**config.mk**
```make
export PLATFORM = sky130hd
export DESIGN_NAME = qos_penalty_unit
export DESIGN_NICKNAME = d
export VERILOG_FILES = /design/src/rtl/qos_pkg.sv /design/src/rtl/qos_miss_counters.sv /design/src/rtl/qos_divider.sv /design/src/rtl/qos_penalty_unit.sv
export SDC_FILE = /design/constraint.sdc
export NUM_CORES = 2
export LEC_CHECK = 0
export CORE_MARGIN = 1
export CORE_UTILIZATION = 60
export CTS_CLUSTER_DIAMETER = 30
export CTS_CLUSTER_SIZE = 16
export DETAILED_ROUTE_END_ITERATION = 8
export PLACE_DENSITY = 0.76
export SLEW_MARGIN = 20
export SYNTH_ARGS = -nofsm -noshare
export SYNTH_HDL_FRONTEND = slang
export SYNTH_HIERARCHICAL = 1
export SYNTH_SLANG_ARGS = --single-unit
export TNS_END_PERCENT = 1
```
**constraint.sdc**
```tcl
create_clock -name clk -period 20.1 [get_ports clk]
set_input_delay 4.02 -clock clk [delete_from_list [all_inputs] [get_ports clk]]
set_output_delay 4.02 -clock clk [all_outputs]
set_load 0.005 [all_outputs]
```
**src/rtl/qos_pkg.sv**
```systemverilog
package qos_pkg;

    localparam int PEN_W     = 8;   // penalty code width, 6.2 fixed point
    localparam int PEN_FRAC  = 2;   // fraction bits of penalty and weight
    localparam int WGT_W     = 16;  // miss weight width, two fraction bits
    localparam int WGT_SHIFT = 8;   // weight scale factor 256 = 1 << 8

    typedef enum logic {
        DIV_IDLE = 1'b0,
        DIV_RUN  = 1'b1
    } div_state_e;

    typedef struct packed {
        logic miss;
        logic in_spill;
    } miss_ev_t;

    // weight = 1.0 + 256 * penalty, both with two fraction bits
    function automatic logic [WGT_W-1:0] pen_to_weight(input logic [PEN_W-1:0] pen);
        return WGT_W'(1 << PEN_FRAC) + (WGT_W'(pen) << WGT_SHIFT);
    endfunction

endpackage

```
**src/rtl/qos_miss_counters.sv**
```systemverilog
module qos_miss_counters
    import qos_pkg::*;
#(
    parameter int NUM_CORES = 4,
    parameter int CNT_W     = 24,
    parameter int CYC_W     = 32
) (
    input  logic                         clk,
    input  logic                         rst,
    input  logic [NUM_CORES-1:0]         miss_i,
    input  logic [NUM_CORES-1:0]         spill_i,
    output logic [CYC_W-1:0]             cyc_o,
    output logic [NUM_CORES*CNT_W-1:0]   total_o,
    output logic [NUM_CORES*CNT_W-1:0]   spill_o
);

    logic [CYC_W-1:0] cyc_q;
    logic [CNT_W-1:0] tot_q [NUM_CORES];
    logic [CNT_W-1:0] spl_q [NUM_CORES];
    miss_ev_t         ev    [NUM_CORES];
    logic             halve;

    always_comb begin
        for (int c = 0; c < NUM_CORES; c++) begin
            ev[c].miss     = miss_i[c];
            ev[c].in_spill = miss_i[c] & spill_i[c];
        end
    end

    always_comb begin
        halve = &cyc_q;
        for (int c = 0; c < NUM_CORES; c++) begin
            if ((ev[c].miss && (&tot_q[c])) || (ev[c].in_spill && (&spl_q[c])))
                halve = 1'b1;
        end
    end

    always_ff @(posedge clk) begin
        if (rst) begin
            cyc_q <= '0;
            for (int c = 0; c < NUM_CORES; c++) begin
                tot_q[c] <= '0;
                spl_q[c] <= '0;
            end
        end else begin
            cyc_q <= (halve ? (cyc_q >> 1) : cyc_q) + CYC_W'(1);
            for (int c = 0; c < NUM_CORES; c++) begin
                tot_q[c] <= (halve ? (tot_q[c] >> 1) : tot_q[c]) + CNT_W'(ev[c].miss);
                spl_q[c] <= (halve ? (spl_q[c] >> 1) : spl_q[c]) + CNT_W'(ev[c].in_spill);
            end
        end
    end

    assign cyc_o = cyc_q;

    for (genvar c = 0; c < NUM_CORES; c++) begin : g_out
        assign total_o[c*CNT_W +: CNT_W] = tot_q[c];
        assign spill_o[c*CNT_W +: CNT_W] = spl_q[c];
    end

endmodule

```
**src/rtl/qos_divider.sv**
```systemverilog
module qos_divider
    import qos_pkg::*;
#(
    parameter int DD_W = 35,
    parameter int DV_W = 32
) (
    input  logic            clk,
    input  logic            rst,
    input  logic            start_i,
    input  logic [DD_W-1:0] dividend_i,
    input  logic [DV_W-1:0] divisor_i,
    output logic            done_o,
    output logic [DD_W-1:0] quot_o
);

    localparam int STEP_W = $clog2(DD_W);

    div_state_e        state_q;
    logic [STEP_W-1:0] step_q;
    logic [DD_W-1:0]   dq_q;     // dividend shifting out, quotient shifting in
    logic [DV_W-1:0]   rem_q;
    logic [DV_W-1:0]   dv_q;
    logic              done_q;
    logic [DV_W:0]     trial;
    logic              fits;

    assign trial = {rem_q, dq_q[DD_W-1]};
    assign fits  = trial >= {1'b0, dv_q};

    always_ff @(posedge clk) begin
        if (rst) begin
            state_q <= DIV_IDLE;
            step_q  <= '0;
            dq_q    <= '0;
            rem_q   <= '0;
            dv_q    <= '0;
            done_q  <= 1'b0;
        end else begin
            done_q <= 1'b0;
            if (start_i) begin
                state_q <= DIV_RUN;
                step_q  <= '0;
                dq_q    <= dividend_i;
                rem_q   <= '0;
                dv_q    <= divisor_i;
            end else if (state_q == DIV_RUN) begin
                rem_q  <= fits ? DV_W'(trial - {1'b0, dv_q}) : DV_W'(trial);
                dq_q   <= {dq_q[DD_W-2:0], fits};
                step_q <= step_q + STEP_W'(1);
                if (step_q == STEP_W'(DD_W - 1)) begin
                    state_q <= DIV_IDLE;
                    done_q  <= 1'b1;
                end
            end
        end
    end

    assign done_o = done_q;
    assign quot_o = dq_q;

endmodule

```
**src/rtl/qos_penalty_unit.sv**
```systemverilog
module qos_penalty_unit
    import qos_pkg::*;
#(
    parameter int NUM_CORES   = 4,
    parameter int CNT_W       = 24,
    parameter int CYC_W       = 32,
    parameter int SPILL_SHIFT = 5,
    parameter int MEM_LAT     = 300,
    parameter int EPOCH_LEN   = 5000000
) (
    input  logic                         clk,
    input  logic                         rst,
    input  logic [NUM_CORES-1:0]         miss_i,
    input  logic [NUM_CORES-1:0]         miss_spill_set_i,
    output logic [NUM_CORES*WGT_W-1:0]   weight_o
);

    localparam int LAT_W  = $clog2(MEM_LAT + 1);
    localparam int PROD_W = CNT_W + LAT_W;
    localparam int DD_W   = PROD_W + PEN_FRAC;
    localparam int EST_W  = CNT_W + SPILL_SHIFT;
    localparam int EP_W   = $clog2(EPOCH_LEN);

    logic [CYC_W-1:0]           cyc_cnt;
    logic [NUM_CORES*CNT_W-1:0] tot_flat;
    logic [NUM_CORES*CNT_W-1:0] spill_flat;
    logic [NUM_CORES-1:0]       div_done;
    logic [EP_W-1:0]            ep_q;
    logic                       epoch_end;

    qos_miss_counters #(
        .NUM_CORES (NUM_CORES),
        .CNT_W     (CNT_W),
        .CYC_W     (CYC_W)
    ) u_counters (
        .clk     (clk),
        .rst     (rst),
        .miss_i  (miss_i),
        .spill_i (miss_spill_set_i),
        .cyc_o   (cyc_cnt),
        .total_o (tot_flat),
        .spill_o (spill_flat)
    );

    assign epoch_end = (ep_q == EP_W'(EPOCH_LEN - 1));

    always_ff @(posedge clk) begin
        if (rst)            ep_q <= '0;
        else if (epoch_end) ep_q <= '0;
        else                ep_q <= ep_q + EP_W'(1);
    end

    for (genvar c = 0; c < NUM_CORES; c++) begin : g_core
        logic [CNT_W-1:0] tot;
        logic [CNT_W-1:0] spl;
        logic [EST_W-1:0] est;
        logic [CNT_W-1:0] surplus;
        logic [PROD_W-1:0] extra;
        logic [DD_W-1:0]  dividend;
        logic [DD_W-1:0]  quot;
        logic [PEN_W-1:0] pen_q;

        assign tot      = tot_flat[c*CNT_W +: CNT_W];
        assign spl      = spill_flat[c*CNT_W +: CNT_W];
        assign est      = EST_W'(spl) << SPILL_SHIFT;
        assign surplus  = (EST_W'(tot) > est) ? CNT_W'(EST_W'(tot) - est) : '0;
        assign extra    = PROD_W'(surplus) * PROD_W'(MEM_LAT);
        assign dividend = {extra, {PEN_FRAC{1'b0}}};

        qos_divider #(
            .DD_W (DD_W),
            .DV_W (CYC_W)
        ) u_div (
            .clk        (clk),
            .rst        (rst),
            .start_i    (epoch_end),
            .dividend_i (dividend),
            .divisor_i  (cyc_cnt),
            .done_o     (div_done[c]),
            .quot_o     (quot)
        );

        always_ff @(posedge clk) begin
            if (rst)
                pen_q <= '0;
            else if (div_done[c])
                pen_q <= (|quot[DD_W-1:PEN_W]) ? {PEN_W{1'b1}} : quot[PEN_W-1:0];
        end

        assign weight_o[c*WGT_W +: WGT_W] = pen_to_weight(pen_q);
    end

endmodule

```
# ---- Word level (Yosys, flattened, before mapping)
# Memory sizes are Yosys's and may differ from the RTL's.
# Cells that the tools add are included.
dict set report word_totals {
  input_bits 10
  ram_bits 192
  reg_bits 419
  elab_cells 186
  n_memories 2
  out_inout_bits 64
}
# memory depth word_bits read_ports rd_clocked_by_memory_dff wr line_no
set memory_table {}
lappend memory_table {u_counters.spl_q 4 24 4 0 4 qos_miss_counters.sv:19} ;# logic [CNT_W-1:0] spl_q [NUM_CORES];
lappend memory_table {u_counters.tot_q 4 24 4 0 4 qos_miss_counters.sv:18} ;# logic [CNT_W-1:0] tot_q [NUM_CORES];
dict set report op_classes {
  order_cmp 8
  n_mux 60
  n_addsub 26
  n_eq_ne 5
  mul 4
  bitwise 16
  reduce_logical 34
}
# op n
set ops {}
lappend ops {{24-bit two-way mux} 20}
lappend ops {{35-bit two-way mux} 8}
lappend ops {{24-bit by 1-bit adder with 24-bit output} 8}
lappend ops {{24-bit AND reduction} 8}
lappend ops {{32-bit two-way mux} 5}
lappend ops {{33-bit by 32-bit greater-or-equal comparator with 1-bit output} 4}
lappend ops {{32-bit subtractor} 4}
lappend ops {{24-bit by 7-bit multiplier with 31-bit output, second input constant} 4}
lappend ops {{24-bit by 29-bit > comparator with 1-bit output} 4}
lappend ops {{27-bit OR reduction} 4}
lappend ops {{24-bit subtractor} 4}
lappend ops {{3-bit by 16-bit adder with 16-bit output, first input constant} 4}
lappend ops {{32-bit by 1-bit adder with 32-bit output, second input constant} 1}
lappend ops {{8-bit two-way mux} 4}
lappend ops {{32-bit AND reduction} 1}
lappend ops {{6-bit by 1-bit adder with 6-bit output, second input constant} 4}
lappend ops {{6-bit equality test, second input constant} 4}
lappend ops {{23-bit by 1-bit adder with 23-bit output, second input constant} 1}
lappend ops {{23-bit equality test, second input constant} 1}
lappend ops {{1-bit two-way mux} 23}
lappend ops {{3-bit OR reduction} 4}
lappend ops {{1-bit logical AND} 8}
lappend ops {{1-bit bitwise OR} 8}
lappend ops {{2-bit nonzero test} 4}
lappend ops {{4 further kinds} 13}

# ---- Logic depth before layout (Yosys ltp)
# An unclocked memory read counts as a cell.
dict set report logic_depth {
  word_depth 11
  depth_mapped 31
  mapped_depth_nobuf 30
}

# ---- Cells and area by module
# Netlist, hierarchy kept.
# module seq_area_each_um2 instances area_per_inst_um2 cells_each
set by_module_without_submodules {}
lappend by_module_without_submodules {qos_penalty_unit 1101.1 1 20898.8 2705}
lappend by_module_without_submodules {qos_miss_counters 4484.3 1 15962.8 2177}
lappend by_module_without_submodules {{qos_divider at g_core[0].u_div} 2142.1 1 6515.0 794}
lappend by_module_without_submodules {{qos_divider at g_core[3].u_div} 2142.1 1 6461.2 821}
lappend by_module_without_submodules {{qos_divider at g_core[2].u_div} 2142.1 1 6421.2 816}
lappend by_module_without_submodules {{qos_divider at g_core[1].u_div} 2142.1 1 6261.0 770}

# ---- Worst setup path after synthesis
# Ideal clock, no wire load.
dict set report synth_timing {
  path_type {input port to flip-flop}
  from {input port miss_spill_set_i[0]}
  to {memory u_counters.spl_q[1][18] (netlist: u_counters/spl_q[0][42])}
  path_stages 23
  slack_ps 12044
  setup_time_ps 115
  required_time_ps 19985
  arrival_time_ps 7941
  path_buffers 5
  path_cell_list {nand4_1 or4_1 o32a_1 and4_1 buf_2 nand2_2 buf_4 buf_4 buf_2 buf_2 nand2_1 nand2_1 ha_1 ha_1 nand2_1 nor3_1 and3_1 nand3_1 nor2_1 nand2_1 xnor2_1 mux4_2 and2_1}
}
# item line_no
set synth_rtl {}
lappend synth_rtl {{start, declared} qos_penalty_unit.sv:14} ;# input logic [NUM_CORES-1:0] miss_spill_set_i,
lappend synth_rtl {{end, declared} qos_miss_counters.sv:19}

==> results.json <==
{
  "final.setup.tns_ns": 0,
  "postCtsHoldBufs": 0,
  "cts_buffers": 167,
  "synth.top_cell.area_share_pct": 22.6,
  "r2r-start": "u_counters/tot_q[3][5]",
  "start_kind": "primary input",
  "cts_resized": 0,
  "initial_utilization_pct": 60.5,
  "drc": 0,
  "required_ns": 20.70,
  "cap_violations": 0,
  "clockBufferDepth": 3,
  "drive_gt1_share_pct": 6.10,
  "grt_pass1_vias": 55700,
  "vias": 58200,
  "rrSetupSlack_ns": 12.04,
  "synth_flop_cell": "dfxtp_1",
  "drt_iter0_drc": 5359,
  "syn_area_um2": 62500,
  "worst_slew_pin_slew_ns": 1.11,
  "synth_edf_count": 0,
  "drv_slew": 0,
  "antenna_found_initial": 4,
  "via_per_inst": 6.16,
  "worstSetupEndpoint": "u_counters/spl_q[0][46]",
  "skew_ns": 0.0365,
  "critical_path_class": "in -> reg",
  "period_share_pct": 45.5,
  "status": "completed",
  "dieArea_um2": 105000,
  "fmax_mhz": 109,
  "hpwl_um": 120000,
  "mostFrequentLayoutCells": "nor2_1, dfxtp_1, inv_1",
  "clk_pin_slew_ns": 0.04,
  "nets": 8641,
  "rsz0062_at_grt": "no",
  "core_area_um2": 103000,
  "synthTopCellsByArea": "dfxtp_1, ha_1, nor2_1",
  "rows": 118,
  "fillers": 8647,
  "final_common_cell": "nor2_1",
  "grt_first_pass_wirelength_um": 279000,
  "power_density_nw_per_um2": 71.1,
  "p_leak_uw": 0.0303,
  "clock_sinks": 707,
  "worst_slack_ns": 10.95,
  "drtPass1Iterations": 6,
  "ys_ff_latch": 707,
  "r2r_end": "g_core[3].u_div/quot_o[34]",
  "cts_tree": "yes",
  "wl_per_cell_um": 18.1,
  "syn_to_final_growth_pct": 10.6,
  "synth_seq_area_share_pct": 22.6,
  "top_level_ports": 74,
  "die_w_um": 325,
  "clock-root-buffer": "clkbuf_16",
  "min_path_cells": 1,
  "synthArstFlopShare_pct": 0,
  "period_minus_slack_ns": 9.15,
  "setup.worst_path.start": "miss_i[0]",
  "hp-class": "reg -> reg",
  "ant_nets": 0,
  "crit_path_end_kind": "register",
  "h-tree-depth": 4,
  "grtUsageTotal_pct": 31.3,
  "ir_drop_uv": 95.8,
  "grt_overflow": 0,
  "io_buffers": 41,
  "grt_max_degree": 168,
  "relSlewSlack_pct": 26.0,
  "r2r_cells": 28,
  "dp_slack_ns": 10.31,
  "arrival_ns": 9.75,
  "synth_largest_area_cell": "dfxtp_1",
  "clk_latency_ns": 0.78,
  "syn_avg_cell_area_um2": 7.73,
  "finalWirelength_um": 171000,
  "hold_viol": 0,
  "ys_warn_count": 6,
  "crit_fanout": 79,
  "synth_cells": 8083,
  "setup_viol_count_final": 0,
  "gp_congestion": 0.952,
  "synth.distinct_cells": 134,
  "post_cts_buffers": 0,
  "fp.dieH_um": 325
}
==> logic make-up (layout without fill, tap and decap cells) <==
logic type                 after synthesis  count (layout)  synth area share [%]
buffers and inverters                 1134            1071                  7.52
adders and majority gates              708             708                  16.1
muxes                                  367             367                  5.93
xor gates and xnor gates               441             441                  6.24
AOI/OAI and AO/OA                     1849            1849                  19.5
and+or+nand+nor                       2875            2875                  22.0
other                                    2              50                0.0120
DFF                                    707             707                  22.6
==> flip-flops by register name, indices dropped and copies added, names as in the netlist <==
signal / cells
u_counters/tot_q: 96
g_core.u_div/quot_o: 140
ep_q: 23
g_core.u_div/dv_q: 128
u_counters/cyc_o: 32
g_core.u_div/done_o: 4
g_core.u_div/rem_q: 128
g_core.pen_q: 32
u_counters/spl_q: 96
g_core.u_div/state_q: 4
g_core.u_div/step_q: 24
==> cells in the mapped netlist (all sizes together) (49+ instances only) <==
cell type and instances:
a211oi 138, a21o 148, a21oi 586, a221oi 55, a311oi 79, a31oi 96
and2 94, and3 167, buf 174, clkbuf 291, dfxtp 707, fa 161
ha 547, inv 669, mux2i 353, nand2 641, nand2b 49, nand3 234
nand4 149, nor2 1008, nor2b 70, nor3 186, nor4 63, o211ai 59
o21a 57, o21ai 355, xnor2 248, xor2 190
==> metal layers <==
metal	track usage [%]	share of wire [%]	vias up
li1	-	-	28100
met1	41.0	44	27500
met2	51.5	46	2122
met3	4.51	6.8	446
met4	13.1	3.6	4
met5	0	0.013	-
==> area by class of cell <==
cell class                 count  area [um^2]  share of cell area [%]
multi-input combinational   6288        43900                    63.5
sequential                   707        14200                    20.5
clock buffer                 210         4560                    6.60
inverter                     669         2510                    3.63
tap                         1380         1730                    2.50
clock inverter               102         1460                    2.11
timing repair buffer          90          837                    1.21
antenna                        2         5.00                 0.00724
==> per-stage QoR <==
| step | hold WS [ns] | utilization, % | instance area (um^2) | total power, uW | std cells |
|---|---|---|---|---|---|
| after floorplan | 0.426 | - | 62700 | 1930 | 8129 |
| after global placement | 0.440 | 61.1 | 63100 | 2050 | 9134 |
| after detailed placement | 0.453 | 61.1 | 63100 | 2060 | 9134 |
| after CTS | 0.463 | 66.9 | 69100 | 4940 | 9446 |
| after global routing | 0.496 | 66.9 | 69200 | 5100 | 9448 |
| final | 0.464 | 66.9 | 69200 | 4920 | 9448 |
==> worst max-delay path: stages <==
cell and delay, ns:
clkdlybuf4s50_1 0.58, nand4_1 0.11, or4_1 0.54, o32a_1 0.23, and4_2 0.44, nand2_8 0.56, buf_4 0.68, nand2_1 0.12
nand2_1 0.09, ha_1 0.20, ha_1 0.28, nand2_1 0.08, nor3_1 0.36, and3_1 0.30, and3_1 0.22, nand2_1 0.12
nor3_1 0.38, o211ai_1 0.16, o211ai_1 0.12, a31oi_1 0.10
==> power by group <==
group	internal [uW]	total, uW	switching (uW)
clock network	1970	2870	905
registers	1410	1420	7.67
logic	234	624	389
total	3610	4920	1300
==> worst min-delay path by stage <==
| stage | startpoint | endpoint |
|---|---|---|
| after CTS | ep_q[0] | ep_q[0] |
| after global placement | ep_q[0] | ep_q[0] |
| after detailed placement | ep_q[0] | ep_q[0] |
| after global routing | g_core[0].u_div/step_q[5] | g_core[0].u_div/done_o |
| final | ep_q[0] | ep_q[0] |
| after floorplan | ep_q[0] | ep_q[0] |
No activity file was read; power rests on OpenSTA's default activity.
